## src/rtl/bo_pkg.sv

```systemverilog
package bo_pkg;
  localparam int unsigned DEF_LIMIT    = 4096;
  localparam int unsigned DEF_SCALE_SH = 7;
  localparam int unsigned DEF_TICK_SH  = 3;
endpackage

```

## src/rtl/bo_weight.sv

```systemverilog
module bo_weight #(
  parameter int unsigned LIMIT = bo_pkg::DEF_LIMIT,
  parameter int unsigned BO_W  = $clog2(LIMIT) + 2
) (
  input  logic            clk_i,
  input  logic            rst_ni,
  input  logic            step_i,
  input  logic            clear_i,
  output logic [BO_W-1:0] bo_o
);
  localparam logic [BO_W-1:0] LIM = BO_W'(LIMIT);

  always_ff @(posedge clk_i or negedge rst_ni) begin
    if (!rst_ni)                   bo_o <= BO_W'(1);
    else if (clear_i)              bo_o <= BO_W'(1);
    else if (step_i && bo_o <= LIM) bo_o <= bo_o << 1;
  end
endmodule

```

## src/rtl/bo_pause_ctr.sv

```systemverilog
module bo_pause_ctr #(
  parameter int unsigned AMT_W   = 21,
  parameter int unsigned TICK_SH = bo_pkg::DEF_TICK_SH,
  localparam int unsigned CNT_W  = AMT_W - TICK_SH
) (
  input  logic             clk_i,
  input  logic             rst_ni,
  input  logic             load_i,
  input  logic [AMT_W-1:0] amt_i,
  input  logic             trap_i,
  output logic             busy_o,
  output logic             done_o
);
  localparam logic [AMT_W-1:0] ONE_TICK = AMT_W'(1) << TICK_SH;

  logic [CNT_W-1:0]   cnt_q;
  logic [TICK_SH-1:0] pre_q;

  assign busy_o = |cnt_q;

  always_ff @(posedge clk_i or negedge rst_ni) begin
    if (!rst_ni) begin
      cnt_q  <= '0;
      pre_q  <= '0;
      done_o <= 1'b0;
    end else if (load_i) begin
      done_o <= 1'b0;
      if (amt_i < ONE_TICK) begin
        // sub-tick request: one tick that expires after a single cycle
        cnt_q <= CNT_W'(1);
        pre_q <= '1;
      end else begin
        cnt_q <= CNT_W'(amt_i >> TICK_SH);
        pre_q <= '0;
      end
    end else if (busy_o && trap_i) begin
      cnt_q  <= '0;
      pre_q  <= '0;
      done_o <= 1'b1;
    end else if (busy_o) begin
      pre_q <= pre_q + 1'b1;
      if (&pre_q) begin
        cnt_q  <= cnt_q - 1'b1;
        done_o <= (cnt_q == CNT_W'(1));
      end else begin
        done_o <= 1'b0;
      end
    end else begin
      done_o <= 1'b0;
    end
  end
endmodule

```

## src/rtl/backoff_pause_unit.sv

```systemverilog
module backoff_pause_unit #(
  parameter int unsigned LIMIT    = bo_pkg::DEF_LIMIT,
  parameter int unsigned SCALE_SH = bo_pkg::DEF_SCALE_SH,
  parameter int unsigned TICK_SH  = bo_pkg::DEF_TICK_SH,
  localparam int unsigned BO_W    = $clog2(LIMIT) + 2,
  localparam int unsigned AMT_W   = BO_W + SCALE_SH
) (
  input  logic             clk_i,
  input  logic             rst_ni,
  input  logic             fail_i,
  input  logic             clear_i,
  input  logic             trap_i,
  input  logic             wr_valid_i,
  input  logic [AMT_W-1:0] wr_amount_i,
  output logic             stall_o,
  output logic             busy_o,
  output logic             done_o
);
  logic [BO_W-1:0]  bo;
  logic             take_fail, take_wr, load;
  logic [AMT_W-1:0] req_amt, load_amt;

  assign take_fail = fail_i & ~clear_i & ~busy_o;
  assign take_wr   = wr_valid_i & ~busy_o & ~take_fail;
  assign load      = take_fail | take_wr;
  assign req_amt   = AMT_W'(bo) << SCALE_SH;
  assign load_amt  = take_fail ? req_amt : wr_amount_i;
  assign stall_o   = busy_o & ~trap_i;

  bo_weight #(.LIMIT(LIMIT), .BO_W(BO_W)) u_weight (
    .clk_i   (clk_i),
    .rst_ni  (rst_ni),
    .step_i  (take_fail),
    .clear_i (clear_i),
    .bo_o    (bo)
  );

  bo_pause_ctr #(.AMT_W(AMT_W), .TICK_SH(TICK_SH)) u_pause (
    .clk_i  (clk_i),
    .rst_ni (rst_ni),
    .load_i (load),
    .amt_i  (load_amt),
    .trap_i (trap_i),
    .busy_o (busy_o),
    .done_o (done_o)
  );
endmodule

```

## config.mk

```make
export PLATFORM = sky130hd
export DESIGN_NAME = backoff_pause_unit
export DESIGN_NICKNAME = d
export VERILOG_FILES = /design/src/rtl/bo_pkg.sv /design/src/rtl/bo_weight.sv /design/src/rtl/bo_pause_ctr.sv /design/src/rtl/backoff_pause_unit.sv
export SDC_FILE = /design/constraint.sdc
export NUM_CORES = 1
export LEC_CHECK = 0
export BUFFER_PORTS_ARGS = -buffer_cell sky130_fd_sc_hd__buf_2
export CAP_MARGIN = 20
export CORE_AREA = 5 5 65 126
export CTS_CLUSTER_DIAMETER = 80
export CTS_CLUSTER_SIZE = 30
export DETAILED_ROUTE_END_ITERATION = 8
export DIE_AREA = 0 0 70 131
export PLACE_DENSITY = 0.6
export RECOVER_POWER = 100
export SLEW_MARGIN = 30
export SYNTH_ARGS = -nofsm -noshare
export SYNTH_HDL_FRONTEND = slang
export SYNTH_HIERARCHICAL = 1
export SYNTH_SLANG_ARGS = --single-unit
```

## constraint.sdc

```tcl
create_clock -name clk_i -period 4.67 [get_ports clk_i]
set_input_delay 0.2335 -clock clk_i [delete_from_list [all_inputs] [get_ports clk_i]]
set_output_delay 0.2335 -clock clk_i [all_outputs]
set_load 0.01 [all_outputs]
```

== After elaboration in Yosys (flattened, before gate mapping) ==
Cells that the tools add are included.

* Word-level logic and storage cells: 43
* Register bits: 36
* Output and inout bits: 3
* Input bits: 27

* $add $sub $neg: 2
* Eq/ne operators: 1
* Mux-type cells: 16
* Bitwise logic cells: 10
* Reduce and logical (&&, ||, !) cells: 8
* Order comparisons: 2

{| class="wikitable"
|+ Operators with widths
! cell !! count
|-
| 18-bit two-way mux || 5
|-
| 14-bit two-way mux || 2
|-
| 21-bit by 4-bit < comparator with 1-bit output (second input constant) || 1
|-
| 21-bit two-way mux || 1
|-
| 18-bit by 1-bit equality test with 1-bit output (second input constant) || 1
|-
| 18-bit OR reduction || 1
|-
| 18-bit by 1-bit subtractor with 18-bit output (second input constant) || 1
|-
| 14-bit by 13-bit less-or-equal comparator with 1-bit output (second input constant) || 1
|-
| 3-bit two-way mux || 4
|-
| 3-bit nonzero test || 2
|-
| 1-bit bitwise AND || 5
|-
| 1-bit two-way mux || 4
|-
| 1-bit inverter || 4
|-
| 3-bit by 1-bit adder with 3-bit output (second input constant) || 1
|-
| 3-bit AND reduction || 1
|-
| 1-bit logical AND || 2
|-
| 2-bit AND reduction || 1
|-
| 2-bit nonzero test || 1
|-
| 1-bit bitwise OR || 1
|}

== Logic depth before layout (Yosys ltp) ==
* Word-level depth: 8
* Gate-level depth with buffers: 13
* Gate-level depth less buffers: 12

== Hierarchy ==
The synthesis kept the hierarchy.

{| class="wikitable"
|+ Modules (own cells, without submodules)
! module !! times used !! seq. area each (µm²) !! area an instance (µm²) !! cells an instance
|-
| bo_pause_ctr || 1 || 550.5 || 1546.5 || 177
|-
| bo_weight || 1 || 351.6 || 614.3 || 52
|-
| backoff_pause_unit || 1 || 0.0 || 264.0 || 28
|}

== Worst setup path before layout ==
Ideal clock, no wire load.

* Kind: register -> register
* From: reg u_pause.cnt_q[14]
* To: reg u_pause.pre_q[0]
* Data arrival time: 3341 ps
* Path slack: 1251 ps
* Required time: 4592 ps
* Stages on the path, launching flop included: 9
* Setup time: 78 ps
* Cells stage by stage: dfrtp_1 > or4_1 > nor3_1 > nand3_1 > nor3b_4 > mux2_2 > or4b_2 > nor4_1 > o21bai_1

* Longest elaborated chain between the ends: 7

{| class="wikitable"
|+ RTL lines
! item !! line !! source
|-
| start, declared || bo_pause_ctr.sv:16 || <nowiki>logic [CNT_W-1:0] cnt_q;</nowiki>
|-
| start signal, assigned || bo_pause_ctr.sv:33 || <nowiki>cnt_q <= CNT_W'(amt_i >> TICK_SH);</nowiki>
|-
| start signal, assigned || bo_pause_ctr.sv:43 || <nowiki>cnt_q <= cnt_q - 1'b1;</nowiki>
|-
| 18-bit OR reduction || bo_pause_ctr.sv:19 || <nowiki>assign busy_o = |cnt_q;</nowiki>
|-
| named net busy_o || backoff_pause_unit.sv:16 || <nowiki>output logic busy_o,</nowiki>
|-
| 1-bit inverter || backoff_pause_unit.sv:23 || <nowiki>assign take_fail = fail_i & ~clear_i & ~busy_o;</nowiki>
|-
| 1-bit bitwise AND || backoff_pause_unit.sv:23 ||
|-
| 21-bit two-way mux || backoff_pause_unit.sv:27 || <nowiki>assign load_amt = take_fail ? req_amt : wr_amount_i;</nowiki>
|-
| named net load_amt[7] || backoff_pause_unit.sv:21 || <nowiki>logic [AMT_W-1:0] req_amt, load_amt;</nowiki>
|-
| 21-bit by 4-bit < comparator with 1-bit output || bo_pause_ctr.sv:28 || <nowiki>if (amt_i < ONE_TICK) begin</nowiki>
|-
| 3-bit two-way mux || bo_pause_ctr.sv:28 ||
|-
| 3-bit two-way mux || bo_pause_ctr.sv:26 || <nowiki>end else if (load_i) begin</nowiki>
|-
| end signal, assigned || bo_pause_ctr.sv:41 || <nowiki>pre_q <= pre_q + 1'b1;</nowiki>
|-
| end, declared || bo_pause_ctr.sv:17 || <nowiki>logic [TICK_SH-1:0] pre_q;</nowiki>
|}

The timed path passes the listed nets, and every way through them passes these cells.
A chain may end at the register's enable or synchronous reset.

== Worst setup path in the final report ==
* From: reg u_pause.cnt_q[14]
* To: reg u_pause.cnt_q[11]

* Longest elaborated chain between the ends: 8

{| class="wikitable"
|+ RTL lines
! item !! line !! source
|-
| 18-bit OR reduction (*) || bo_pause_ctr.sv:19 ||
|-
| 1-bit inverter (*) || backoff_pause_unit.sv:23, backoff_pause_unit.sv:24 ||
|-
| 1-bit bitwise AND || backoff_pause_unit.sv:23 ||
|-
| 1-bit inverter || backoff_pause_unit.sv:24 || <nowiki>assign take_wr = wr_valid_i & ~busy_o & ~take_fail;</nowiki>
|-
| 1-bit bitwise AND || backoff_pause_unit.sv:24 ||
|-
| 1-bit bitwise OR (*) || backoff_pause_unit.sv:25 || <nowiki>assign load = take_fail | take_wr;</nowiki>
|-
| named net load || backoff_pause_unit.sv:20 || <nowiki>logic take_fail, take_wr, load;</nowiki>
|-
| 3-bit nonzero test (no source line) || -- ||
|-
| 2-bit AND reduction (no source line) || -- ||
|}

The timed path passes the listed nets; every way through them passes the cells marked *.

==> metrics.cfg <==
[route]
route.top_layer_used=met4
drt_pre_antenna_iters=4
ant_nets=0
dr_wl_met3_um=312
drt_iter0_markers=180
avgRoutedWirePerCell_um=16.7
vias=2050
drc=0
vias_per_cell=5.53
wl_met2_um=3030
routed_wl_um=6180
wl_met1_um=2720

[yosys]
synth.avg_cell_area_um2=9.47
netlist_area_um2=2410
synthCells=254
yosys_warnings=6
syn_nets=285

[setup_path]
end_kind=flop
crit_start=u_pause/cnt_q[14]
slowest_stage=a21oi_1
worst-r2r-setup-slack_ns=0.52
reg2reg_from=u_pause/cnt_q[14]
startpoint_type=flop
cpPeakStageDelay_ns=0.87
cp_max_fo=12
crit_chain=or4_1 -> nor3_1 -> nand3_1 -> a21oi_1 -> or2_0 -> o31a_4 -> o21ai_0 -> a221o_2
crit_end=u_pause/cnt_q[11]
critPathRequiredTime_ns=4.83
arrival_ns=4.31
critical-path-top-delay-family=simple AND/OR/NAND/NOR gates
crit_cells=8
crit_type=flop to flop
worstRegToRegCells=8
r2r-end=u_pause/cnt_q[11]
worst-path-buf-inv=0

[timing]
setup_viol=0
grt_setup_unrepaired=no
period_share_pct=88.8
finClkSkew_ns=0.00645
drv_slew=37
tightestPinTransition_ns=1.98
finalSetupTns_ns=0
fin_crit_ns=4.15
max_slew_margin_pct=-31.9
hold_viol=0
max_freq_mhz=241

[clock_network]
clock-root-buffer=clkbuf_16
cts_tree=yes
clk_latency_ns=0.28
cts_made_buffers=5
cts_setup_buffers=0
h-tree-depth=2
path_clk_slew_ns=0.06
clk_path_buf_depth=2
cts-resized-gates=0
clock_sinks=36
cts_hold_buf=0

[status]
violations=capacitance limit, slew limit
status=finished with violations

[placement]
gp_congestion=0.884
dpl_cell_area_um2=2610
hpwl_um=4610
portBuffers=26

[global_routing]
grt_max_degree=37
grt_pass1_wl_um=10400
grt_overflow=0
grt_use_total_pct=14.1
grt_pass1_vias=2102
antenna_found_initial=0

[min_path]
holdCritPathClass=input pin to flop
hp-start=wr_amount_i[5]

[floorplanning]
core_um2=7160
die_w_um=70
io_pins=30
initial_core_util_pct=33.6
die-area_um2=9170
die_h_um=131
std_cell_rows=44

[flow_run]
maxCapViolCount=1

[cells_and_area]
fin_area_um2=2760
syn2layout_area_growth_pct=14.6
fin_nets=309
n_antenna_cell=0
drive_above_1_share_pct=20.8
fillers=749

[power]
leakage_nw=1.12
worst_ir_drop_vdd_mv=0.300
powerDensity_nw_per_um2=605

power breakdown:
| group | switching, mW | leakage [nW] | internal [mW] |
|---|---|---|---|
| sequential | 0.113 | 0.484 | 0.392 |
| combinational | 0.477 | 0.557 | 0.308 |
| clock | 0.129 | 0.0798 | 0.251 |
layout by cell type, fill, tap and decap left out, types with 5 or more instances in the layout:
cell and instances:
a21oi_1 9, a31oi_1 5, buf_2 22, clkbuf_16 5, dfrtp_1 35, inv_1 7
mux2_2 13, mux2i_1 14, nand2_1 18, nor2_1 30, nor2b_1 7, nor3_1 12
nor4_1 11, o21ai_0 17
sequential cells by signal, summed over array words and instances (netlist names):
signal	cells
u_pause/cnt_q	18
u_weight/bo_o	14
u_pause/pre_q	3
u_pause/done_o	1
area by class of cell:
| type | instances | area (um2) | share of cell area (%) |
|---|---|---|---|
| Multi-Input combinational cell | 199 | 1400 | 50.7 |
| Sequential cell | 36 | 902 | 32.7 |
| Timing Repair Buffer | 29 | 148 | 5.35 |
| Clock inverter | 3 | 42.5 | 1.54 |
| Inverter | 7 | 26.3 | 0.953 |
| Clock buffer | 5 | 125 | 4.54 |
| Tap cell | 92 | 115 | 4.17 |
worst min-delay path by stage:
stage | to | cells past startpoint
2_1_floorplan | u_pause/cnt_q[0] | 0
3_3_place_gp | u_weight/bo_o[1] | 1
3_5_place_dp | u_weight/bo_o[1] | 1
4_1_cts | u_pause/cnt_q[1] | 1
5_1_grt | u_weight/bo_o[7] | 2
6_report | u_pause/cnt_q[2] | 4
routing by layer:
metal	track usage, %	vias up
li1	-	1001
met1	18.4	979
met2	23.6	62
met3	2.68	8
met4	4.18	0
met5	0	-
stage by stage:
stage | power, mW | utilization (%) | cells | hold slack (ns) | worst slack, ns
global placement | 1.28 | 36.4 | 363 | 0.371 | 0.704
finish | 1.67 | 38.5 | 371 | 0.322 | 0.521
CTS | 1.68 | 38.7 | 371 | 0.0919 | 0.581
detailed placement | 1.29 | 36.4 | 363 | 0.389 | 0.576
global route | 1.79 | 38.5 | 371 | 0.357 | 0.269
floorplan | 1.11 | - | 254 | -0.0621 | 1.25
tightest hold or removal path, stage by stage:
cell	delay (ns)
buf_2	0.09
nor2b_1	0.13
nand2_1	0.05
a21oi_1	0.05
(Power assumes the default switching activity.)
